==> src/rtl/boot_mode_select.sv <==
module boot_mode_select #(
  parameter int AW = 16,
  parameter int DW = 8,
  parameter logic [AW-1:0] VEC_LO = {{(AW-1){1'b1}}, 1'b0},
  parameter logic [AW-1:0] VEC_HI = {AW{1'b1}}
) (
  input  logic          clk,
  input  logic          rst_n,
  input  logic          hv_irq,
  input  logic          sel_pin,
  output logic          vec_rd,
  output logic [AW-1:0] vec_addr,
  input  logic [DW-1:0] vec_rdata,
  output logic          decided,
  output logic          mode_monitor,
  output logic          wdog_off,
  output logic          clk_div_bypass,
  output logic          vec_blank,
  output logic          bus_en
);

  typedef enum logic [2:0] {
    ST_SYNC0, ST_SYNC1, ST_RDLO, ST_RDHI, ST_EVAL, ST_DONE
  } state_t;

  state_t state;
  logic hv_s1, hv_s2, sel_s1, sel_s2;
  logic hv_q, sel_q;
  logic [DW-1:0] lo_q;
  logic mon_q, wd_q, byp_q, blank_q, done_q, ph_q;
  logic blank_now;

  always_ff @(posedge clk or negedge rst_n) begin
    if (!rst_n) begin
      hv_s1 <= 1'b0; hv_s2 <= 1'b0;
      sel_s1 <= 1'b0; sel_s2 <= 1'b0;
    end else begin
      hv_s1 <= hv_irq; hv_s2 <= hv_s1;
      sel_s1 <= sel_pin; sel_s2 <= sel_s1;
    end
  end

  assign blank_now = (lo_q == {DW{1'b1}}) && (vec_rdata == {DW{1'b1}});

  always_ff @(posedge clk or negedge rst_n) begin
    if (!rst_n) begin
      state   <= ST_SYNC0;
      hv_q    <= 1'b0;
      sel_q   <= 1'b0;
      lo_q    <= '0;
      mon_q   <= 1'b0;
      wd_q    <= 1'b0;
      byp_q   <= 1'b0;
      blank_q <= 1'b0;
      done_q  <= 1'b0;
    end else begin
      case (state)
        ST_SYNC0: state <= ST_SYNC1;
        ST_SYNC1: state <= ST_RDLO;
        ST_RDLO: begin
          hv_q  <= hv_s2;
          sel_q <= sel_s2;
          state <= ST_RDHI;
        end
        ST_RDHI: begin
          lo_q  <= vec_rdata;
          state <= ST_EVAL;
        end
        ST_EVAL: begin
          mon_q   <= hv_q | blank_now;
          wd_q    <= hv_q | blank_now;
          byp_q   <= hv_q & ~sel_q;
          blank_q <= blank_now;
          done_q  <= 1'b1;
          state   <= ST_DONE;
        end
        default: state <= ST_DONE;
      endcase
    end
  end

  always_ff @(posedge clk or negedge rst_n) begin
    if (!rst_n) ph_q <= 1'b1;
    else if (done_q) ph_q <= ~ph_q;
  end

  assign vec_rd         = (state == ST_RDLO) || (state == ST_RDHI);
  assign vec_addr       = (state == ST_RDHI) ? VEC_HI : VEC_LO;
  assign decided        = done_q;
  assign mode_monitor   = mon_q;
  assign wdog_off       = wd_q;
  assign clk_div_bypass = byp_q;
  assign vec_blank      = blank_q;
  assign bus_en         = done_q & (byp_q | ph_q);

endmodule

==> config.mk <==
export PLATFORM = sky130hd
export DESIGN_NAME = boot_mode_select
export DESIGN_NICKNAME = d
export VERILOG_FILES = /design/src/rtl/boot_mode_select.sv
export SDC_FILE = /design/constraint.sdc
export NUM_CORES = 1
export LEC_CHECK = 0
export BUFFER_PORTS_ARGS = -buffer_cell sky130_fd_sc_hd__clkbuf_2
export CAP_MARGIN = 15
export CORE_MARGIN = 2
export CORE_UTILIZATION = 41
export CTS_CLUSTER_SIZE = 10
export DETAILED_ROUTE_END_ITERATION = 10
export PLACE_DENSITY_LB_ADDON = 0.05
export SETUP_SLACK_MARGIN = 0.2
export SYNTH_ARGS = -nofsm -noshare
export SYNTH_HDL_FRONTEND = slang
export SYNTH_SLANG_ARGS = --single-unit
==> constraint.sdc <==
create_clock -name clk -period 2.45 [get_ports clk]
set_input_delay 0.735 -clock clk [delete_from_list [all_inputs] [get_ports clk]]
set_output_delay 0.735 -clock clk [all_outputs]
set_load 0.01 [all_outputs]
# Word-level counts from Yosys, hierarchy flattened
# Cells that the tools add are included.
word_totals:
  reg_bits: 22
  inputBits: 12
  wordCells: 30
op_classes:
  bitwise: 6
  n_mux: 2
  n_eq_ne: 6
  n_reduce_logical: 3
op_table:
  columns: ["op", "n"]
  rows:
  - ["equality test 8 bit, second input constant", 2]
  - ["case mux 3 bit (4 select lines)", 1]
  - ["equality test 3 x 2 -> 1 bit, second input constant", 2]
  - ["equality test 3 x 1 -> 1 bit, second input constant", 1]
  - ["equality test 3 bit, second input constant", 1]
  - ["zero test 3 bit", 1]
  - ["AND 1 bit", 2]
  - ["inverter 1 bit", 2]
  - ["bitwise OR 1 bit", 2]
  - ["logical AND 1 bit", 1]
  - ["logical OR 1 bit", 1]
  - ["2-to-1 mux 1 bit", 1]

# Logic depth before layout (Yosys ltp)
# Gate-level depths: netlist of the first run.
logic_depth:
  depth_word: 3
  ltp_mapped: 3

# Worst setup path after synthesis of the first run
# No wires, ideal clock.
synth_path:
  kind: "register -> output"
  startpoint: "register state[1]"
  endpoint: "output vec_addr[0]"
  slack_ns: 0.860
  arrival_ns: 0.855
  path_buffers: 0
  t_required_ns: 1.715
  stages_incl_launch_ff: 4
  path_cell_list: "dfrtp_1 nor2b_4 nand2_4 inv_1"
synth_via:
  elab_chain_cells: 2
synth_rtl:
  columns: ["item", "line_no", "text"]
  rows:
  - ["from (decl)", "26", "state_t state;"]
  - ["from (signal assigned)", "47", "state <= ST_SYNC0;"]
  - ["from (signal assigned)", "58", "ST_SYNC0: state <= ST_SYNC1;"]
  - ["from (signal assigned)", "59", "ST_SYNC1: state <= ST_RDLO;"]
  - ["equality test 3 x 2 -> 1 bit", "88", "assign vec_addr = (state == ST_RDHI) ? VEC_HI : VEC_LO;"]
  - ["2-to-1 mux 1 bit", "88", null]
  - ["to (decl)", "12", "output logic [AW-1:0] vec_addr,"]
# Every way passes these cells.

# Worst setup path after layout of the first run
# Same ends and word-level chain as after synthesis.

==> flow_summary.ini, run 1 <==
[pwr]
power.switching_mw = 0.1410
internal_power_mw = 0.5586
ir_drop_v = 0.0005110
seqPwrFrac = 0.547
power_frac_clock = 0.391
combPwrFrac = 0.062
p_leak_nw = 0.5096
p_per_area_nw_per_um2 = 644.9
p_sw_frac = 0.2015

[worst_setup_path]
r2r_slack_ps = 1180
endpoint_kind = primary output
cp_num_buf_inv = 2
worstPathRequired_ps = 1710
r2r_cells = 3
path_max_fanout = 9
reg2reg_to = sel_q
path_cells = nor2b_4, nand2_4, inv_1, clkbuf_2
crit_path_top_delay_cell = dfrtp_1
crit_type = flop to primary output
critical_path.max_stage_delay_ps = 460
startpoint_type = flop
r2r-start = state[1]
arrival_ps = 1290
crit_family = flip-flops

[finish]
drive_gt1_frac = 0.4409
areaGrowthSynthToFinish_pct = 11.87
layout_common_cells = dfrtp_1 (21), clkbuf_2 (19), conb_1 (15)
antenna_cells = 0
final_common_cell = dfrtp_1
fin_cells = 121
n_fill_cell = 213
fin_nets = 106
fin_util = 0.4857

[cts]
cts.sinks = 22
numCtsBuffers = 3
cts_hold_buf = 0
cts_resized = 0
cts_buffer_depth = 2
worstSkewPairLatency_ps = 300
postCtsSetupRepairBufs = 0
cts_tree = built
clkTransAtPathRegs_ps = 120
htreeDepth = 1
root_buffer = clkbuf_4

[placed_design]
place_inst = 117
gp_congestion = 0.7003
portBuffers = 19
place.detailed.hpwl_um = 994

[timing]
hold_viol = 0
fin_skew_ps = 0.9549
whs_ps = 363.9
fmax_ghz = 0.4931
rsz0062_at_grt = false
relSlewSlack = 0.6541
setup_tns_ps = 0
fin_crit_sh = 0.8278
final-setup-viol-count = 0
finalMaxSlewViolations = 0
tightestPinTransition_ps = 518.8
period_minus_slack_ps = 2028

[drt]
via_count = 547
wl_per_cell_um = 10.68
drt_drc_violations_left = 0
ant_nets = 0
wirelength_mm = 1.292
drt_pre_antenna_iters = 1
viasPerCell = 4.521
drt_iter0_drc = 0

[floorplan]
die_x_um = 52.63
core-area_um2 = 2233
io_pins = 35
dieArea_um2 = 2770
row_count = 17
die_h_um = 52.63
start_util = 0.4342

[synthesis]
synth-seq-area-share = 0.5690
ys_ff_latch = 22
synth_warnings = 0
synth_area_um2 = 969.7
synth_cells = 72
synth_cell_types = 23
synth_area_per_cell_um2 = 13.47

[grt]
antenna_found_initial = 0
overflow = 0
grt_first_pass_wirelength_mm = 2.249
first_global_vias = 486
grt_max_degree = 23
track_usage = 0.1199

[min_path]
hold_path_depth = 0
holdPathEnd = sel_s2
min_path_type = flop to flop
hold_start = sel_s1

[status]
outcome = completed

[flow_run]
drv_cap = 0
[synthesized netlist by cell type]
cell / instances / area [um2]
a21o_2: 1 / 8.760
and2b_2: 1 / 8.760
buf_4: 16 / 120.1
conb_1: 1 / 3.750
dfrtp_1: 21 / 525.5
dfstp_2: 1 / 26.28
inv_1: 2 / 7.510
mux2_2: 11 / 123.9
nand2_4: 1 / 11.26
nand2b_1: 1 / 6.260
nand3b_1: 1 / 7.510
nand4_1: 4 / 25.02
nor2_1: 1 / 3.750
nor2b_4: 1 / 13.76
nor3b_4: 1 / 18.77
nor4_1: 1 / 6.260
o21a_1: 1 / 7.510
o21ai_0: 1 / 5.000
o22a_1: 1 / 8.760
or2_2: 1 / 6.260
or2b_1: 1 / 7.510
xnor2_1: 1 / 8.760
xor2_1: 1 / 8.760
[sequential cells by signal, indices dropped and copies added (netlist names)]
signal	count
sel_s1	1
sel_s2	1
decided	1
ph_q	1
clk_div_bypass	1
wdog_off	1
hv_s1	1
lo_q	8
hv_q	1
hv_s2	1
state	3
sel_q	1
vec_blank	1
[cell families (layout without fill, tap and decap cells)]
family                 after synthesis  after routing  share of synthesized area
AO/OA/AOI/OAI                        4              4                    0.03097
XOR/XNOR                             2              2                    0.01807
buffers and inverters               18             25                     0.1316
flip-flops                          22             22                     0.5690
multiplexers                        11             11                     0.1277
other                                1             15                   0.003867
AND/OR/NAND/NOR                     14             14                     0.1187
[worst reg2reg max path, stage by stage, from the launching register on]
cell	delay (ps)
dfrtp_1	460
nor2b_4	220
and2b_2	180
mux2_2	320
[how the worst max path moves through the flow]
stage	start	endpoint	slack (ps)	depth (start not counted)
2_1_floorplan	state[1]	vec_addr[0]	860	3
3_3_place_gp	state[1]	vec_addr[0]	780	4
3_5_place_dp	state[1]	vec_addr[0]	760	4
4_1_cts	state[1]	vec_addr[0]	400	4
6_report	state[1]	vec_addr[0]	420	4
5_1_grt	state[1]	vec_addr[0]	290	4
[through the flow]
step	instance area, um2	setup slack (ps)	total power [mW]
2_1_floorplan	1022	859.6	0.4295
3_3_place_gp	1032	783.5	0.4335
3_5_place_dp	1032	758.3	0.4338
4_1_cts	1085	396.1	0.7072
5_1_grt	1085	288.2	0.7373
6_report	1085	422.0	0.6996
[power groups by stage]
stage          clock network (mW)  logic (mW)  registers, mW
3_3_place_gp                    0      0.0438          0.390
3_5_place_dp                    0      0.0439          0.390
4_1_cts                     0.280      0.0439          0.383
5_1_grt                     0.303      0.0503          0.384
2_1_floorplan                   0      0.0406          0.389
6_report                    0.274      0.0431          0.383
[per-layer routing]
| layer | share of wire | GRT usage | up-vias |
|---|---|---|---|
| met1 | 0.44 | 0.1410 | 261 |
| met3 | 0.089 | 0.06286 | 2 |
| li1 | - | - | 258 |
| met2 | 0.45 | 0.1750 | 26 |
| met5 | 0 | 0 | - |
| met4 | 0.019 | 0.06410 | 0 |
[final cells by class]
class | count | area, um2 | share of cell area
Clock buffer | 3 | 22.52 | 0.02076
Clock inverter | 1 | 30.03 | 0.02768
Inverter | 2 | 7.507 | 0.006920
Multi-Input combinational cell | 46 | 342.8 | 0.3160
Sequential cell | 22 | 551.8 | 0.5087
Tap cell | 28 | 35.03 | 0.03230
Timing Repair Buffer | 19 | 95.09 | 0.08766
Note: power is estimated with default switching activity, not from simulation.
==> run 2, diff against run 1 <==
==> constraint.sdc (replaced) <==
create_clock -name clk -period 2.11 [get_ports clk]
set_input_delay 0.633 -clock clk [delete_from_list [all_inputs] [get_ports clk]]
set_output_delay 0.633 -clock clk [all_outputs]
set_load 0.01 [all_outputs]
==> run 2 against run 1 <==
Clock power up 16%. First-iteration DRC count up 4. Combinational power up 16%. Non-clock buffer count up 3. Sequential power up 16%. Global-route usage up 0.061 points. Critical path type unchanged.
==> flow_summary.ini, run 2 (synthesized netlist as in run 1, its figures left out) <==
[status]
outcome = completed

[cts]
htreeDepth = 1
worstSkewPairLatency_ps = 300
root_buffer = clkbuf_4
numCtsBuffers = 3
clkTransAtPathRegs_ps = 120
cts.sinks = 22
cts_hold_buf = 0
cts_tree = built
cts_buffer_depth = 2

[placed_design]
placed_cell_area_um2 = 1032
gp_congestion = 0.7003
place.detailed.hpwl_um = 994
portBuffers = 19

[timing]
setup_tns_ps = 0
hold_viol = 0
tightestPinTransition_ps = 516.3
fmax_ghz = 0.5621
fin_skew_ps = 0.5645
final-setup-viol-count = 0
period_minus_slack_ps = 1779
relSlewSlack = 0.6558
rsz0062_at_grt = false
finalMaxSlewViolations = 0
fin_crit_sh = 0.8431

[floorplan]
io_pins = 35
start_util = 0.4342
dieArea_um2 = 2770
core-area_um2 = 2233
die_h_um = 52.63
row_count = 17
die_x_um = 52.63

[pwr]
total_power_mw = 0.8112
p_leak_nw = 0.5230
p_per_area_nw_per_um2 = 731.8
ir_drop_v = 0.0005927

[finish]
n_fill_cell = 210
final_common_cell = dfrtp_1
largest_registers = lo_q: 8 flops, state: 3 flops
largest_reg_flops = 8
drive_gt1_frac = 0.4688
fin_util = 0.4964
antenna_cells = 0
top_register = lo_q
areaGrowthSynthToFinish_pct = 14.32
fin_area_um2 = 1109
fin_nets = 109
layout_common_cells = dfrtp_1 (20), clkbuf_2 (19), conb_1 (15)

[drt]
drt_iter0_drc = 4
ant_nets = 0
drt_drc_violations_left = 0
viasPerCell = 4.508
via_count = 559
wirelength_mm = 1.327
wl_per_cell_um = 10.70
drt_pre_antenna_iters = 2

[grt]
grt_first_pass_wirelength_mm = 2.263
overflow = 0
track_usage = 0.1205
first_global_vias = 491
antenna_found_initial = 0
grt_max_degree = 23

[worst_setup_path]
crit_path_top_delay_cell = dfrtp_2
path_cells = nor2b_4, nand2_4, inv_1, clkbuf_2
startpoint_type = flop
worstPathRequired_ps = 1480
critical_path.max_stage_delay_ps = 460
arrival_ps = 1150
endpoint_kind = primary output
path_max_fanout = 4
crit_type = flop to primary output

[min_path]
min_path_type = input pin to async pin

[flow_run]
drv_cap = 0
run 2: changes by cell type in the layout (fill, tap and decap cells not counted):
cell     delta
dfrtp_2     +1
dfrtp_1     -1
buf_4       +3
run 2: per-layer routing:
metal  global-route usage  vias up  wire [um]
li1                     -      262          -
met4              0.06410        0         25
met1               0.1410      269        562
met3              0.06286        2        117
met2               0.1771       26        622
met5                    0        -          0
run 2: path summary, 6_finish.rpt:
path / cells after the start / startpoint / endpoint / slack [ps]
max in group asynchronous: 1 / rst_n / state[2] / 1470
min in group clk: 0 / sel_s1 / sel_s2 / 360
worst min register to register: 0 / sel_s1 / sel_s2 / 360
worst max-delay path: 4 / state[2] / vec_addr[0] / 330
worst max register to register: 3 / state[1] / vec_blank / 790
worst min-delay path: 1 / rst_n / state[0] / 270
run 2: area by class of cell:
| cell class | instances | area [um2] | share of cell area |
|---|---|---|---|
| repair buffers | 22 | 117.6 | 0.1061 |
| clock buffers | 3 | 22.52 | 0.02032 |
| clock inverters | 1 | 30.03 | 0.02709 |
| flip-flops and latches | 22 | 553.0 | 0.4989 |
| well taps | 28 | 35.03 | 0.03160 |
| inverters | 2 | 7.507 | 0.006772 |
| multi-input cells | 46 | 342.8 | 0.3093 |
run 2: what timing repair did:
item                                    CTS  global route
hold endpoints to repair                  0             0
gates resized for setup                   0             1
buffers inserted                          1             2
endpoints found under the setup margin    1             1
cloned                                    0             0
run 2: power breakdown:
group          leakage (nW)  internal, mW  switching, mW
clock network        0.0279         0.192          0.125
logic                 0.242        0.0196         0.0304
registers             0.253         0.437        0.00726
run 2: critical path: cells and delay by family, from the launching register on:
family        cells  cell delay [ps]
flops             1              460
buf+inv           2              170
simple gates      2              220
run 2: metrics by stage:
step                      std cells  hold slack (ps)  setup WS, ps
after floorplan                  86            331.2         621.6
after global placement          117            334.3         545.5
after detailed placement        117            341.1         520.3
after CTS                       122            292.2         208.8
after global routing            124            295.7         247.3
final                           124            274.6         331.1
==> run 3, diff against run 2 <==
==> constraint.sdc (replaced) <==
create_clock -name clk -period 1.84 [get_ports clk]
set_input_delay 0.552 -clock clk [delete_from_list [all_inputs] [get_ports clk]]
set_output_delay 0.552 -clock clk [all_outputs]
set_load 0.01 [all_outputs]
==> run 3 against run 2 <==
Via count is 1.8% higher. Hold slack worse by 80 ps. Sequential power is 15% higher. Clock skew hardly changed. Clock power is 15% higher. Register-to-register slack worse by 380 ps. Global-route usage is 0.12 points higher. Setup slack worse by 130 ps. Final cell count is 2.4% higher. Critical path depth stayed put. Power is 15% higher. Core utilization is 1.2 points higher. Critical path type unchanged. Largest power group unchanged.
==> flow_summary.ini, run 3 (synthesized netlist as in run 1, its figures left out) <==
[finish]
final_common_cell = dfrtp_1
areaGrowthSynthToFinish_pct = 17.16
fin_nets = 112
largest_reg_flops = 8
multi_input_area_um2 = 342.8
layout_common_cells = dfrtp_1 (21), clkbuf_2 (17), conb_1 (15)
antenna_cells = 0
largest_registers = lo_q: 8 flops, state: 3 flops
fin_area_um2 = 1136
seq_area_um2 = 551.8
top_register = lo_q
n_fill_cell = 211
fin_util = 0.5087
drive_gt1_frac = 0.4848

[timing]
period_minus_slack_ps = 1639
fin_skew_ps = 0.4052
final-setup-viol-count = 0
tightestPinTransition_ps = 518.2
hold_viol = 0
fmax_ghz = 0.6101
finalMaxSlewViolations = 0
rsz0062_at_grt = true
fin_crit_sh = 0.8907
relSlewSlack = 0.6545
setup_tns_ps = 0
whs_ps = 194.8

[drt]
drt_iter0_drc = 3
drt_pre_antenna_iters = 2
wl_per_cell_um = 10.55
viasPerCell = 4.480
ant_nets = 0
via_count = 569
drt_drc_violations_left = 0
wirelength_mm = 1.340

[cts]
cts_tree = built
htreeDepth = 1
cts_buffer_depth = 2
cts_hold_buf = 0
clkTransAtPathRegs_ps = 120
root_buffer = clkbuf_4
cts.sinks = 22
numCtsBuffers = 3
worstSkewPairLatency_ps = 300

[pwr]
internal_power_mw = 0.7439
p_leak_nw = 0.5385
seqPwrFrac = 0.548
power_frac_clock = 0.390
power.switching_mw = 0.1862
total_power_mw = 0.9300
p_sw_frac = 0.2002
ir_drop_v = 0.0006789
p_per_area_nw_per_um2 = 818.6
combPwrFrac = 0.062

[min_path]
min_path_type = input pin to async pin

[worst_setup_path]
crit_path_top_delay_cell = dfrtp_1
critical_path.max_stage_delay_ps = 420
path_max_fanout = 3
worstPathRequired_ps = 1290
path_cells = nor2b_4, nand2_4, inv_2, buf_6
startpoint_type = flop
r2r-start = state[1]
setup.worst_path.start = state[2]
crit_family = flip-flops
cp_num_buf_inv = 2
arrival_ps = 1090
crit_type = flop to primary output
endpoint_kind = primary output

[flow_run]
drv_cap = 0

[grt]
first_global_vias = 504
antenna_found_initial = 0
grt_max_degree = 23
grt_first_pass_wirelength_mm = 2.297
track_usage = 0.1217
overflow = 0

[placed_design]
portBuffers = 19
placed_cell_area_um2 = 1032
gp_congestion = 0.7004
place.detailed.hpwl_um = 994

[floorplan]
core-area_um2 = 2233
io_pins = 35
die_h_um = 52.63
die_x_um = 52.63
dieArea_um2 = 2770
start_util = 0.4342
row_count = 17

[status]
outcome = completed
run 3: cell types whose count changed in the layout (fill, tap and decap cells not counted):
cell and delta:
buf_2 +1, buf_4 +3, buf_6 +1, clkbuf_2 -2, dfrtp_1 +1, dfrtp_2 -1, inv_1 -1, inv_2 +1
run 3: power by group through the flow:
stage	sequential, mW	combinational [mW]	clock (mW)
floorplan	0.518	0.0541	0
global placement	0.519	0.0584	0
detailed placement	0.519	0.0584	0
CTS	0.510	0.0586	0.373
global route	0.512	0.0671	0.403
finish	0.509	0.0574	0.363
run 3: cell type report:
type / count / area share
clock buffer: 3 / 0.01982
clock inverter: 1 / 0.02643
inverter: 2 / 0.006608
multi-input combinational: 46 / 0.3018
sequential: 22 / 0.4857
tap: 28 / 0.03084
timing repair buffer: 25 / 0.1289
run 3: timing repair:
item	4_1_cts	5_1_grt
setup endpoints to repair	3	3
cloned	0	0
gates resized for setup	1	3
setup buffers	3	3
pin swaps	1	0
run 3: path summary, 6_finish.rpt:
| path | slack [ps] | to | cells past startpoint |
|---|---|---|---|
| max | 200 | vec_addr[0] | 4 |
| min | 190 | state[0] | 1 |
| max reg2reg | 410 | vec_blank | 4 |
| min reg2reg | 360 | sel_s2 | 0 |
| max in group asynchronous | 1280 | ph_q | 1 |
| min in group clk | 340 | sel_s1 | 1 |
run 3: per-stage QoR:
stage               setup WS, ps  cells
floorplan                  432.6     86
global placement           356.5    117
detailed placement         331.3    117
CTS                        164.1    124
global route               120.6    127
finish                     201.1    127
run 3: metal layers:
| layer | part of all wire | track usage |
|---|---|---|
| met1 | 0.43 | 0.1410 |
| met2 | 0.47 | 0.1813 |
| met3 | 0.087 | 0.06286 |
| met4 | 0.019 | 0.06410 |
| met5 | 0 | 0 |
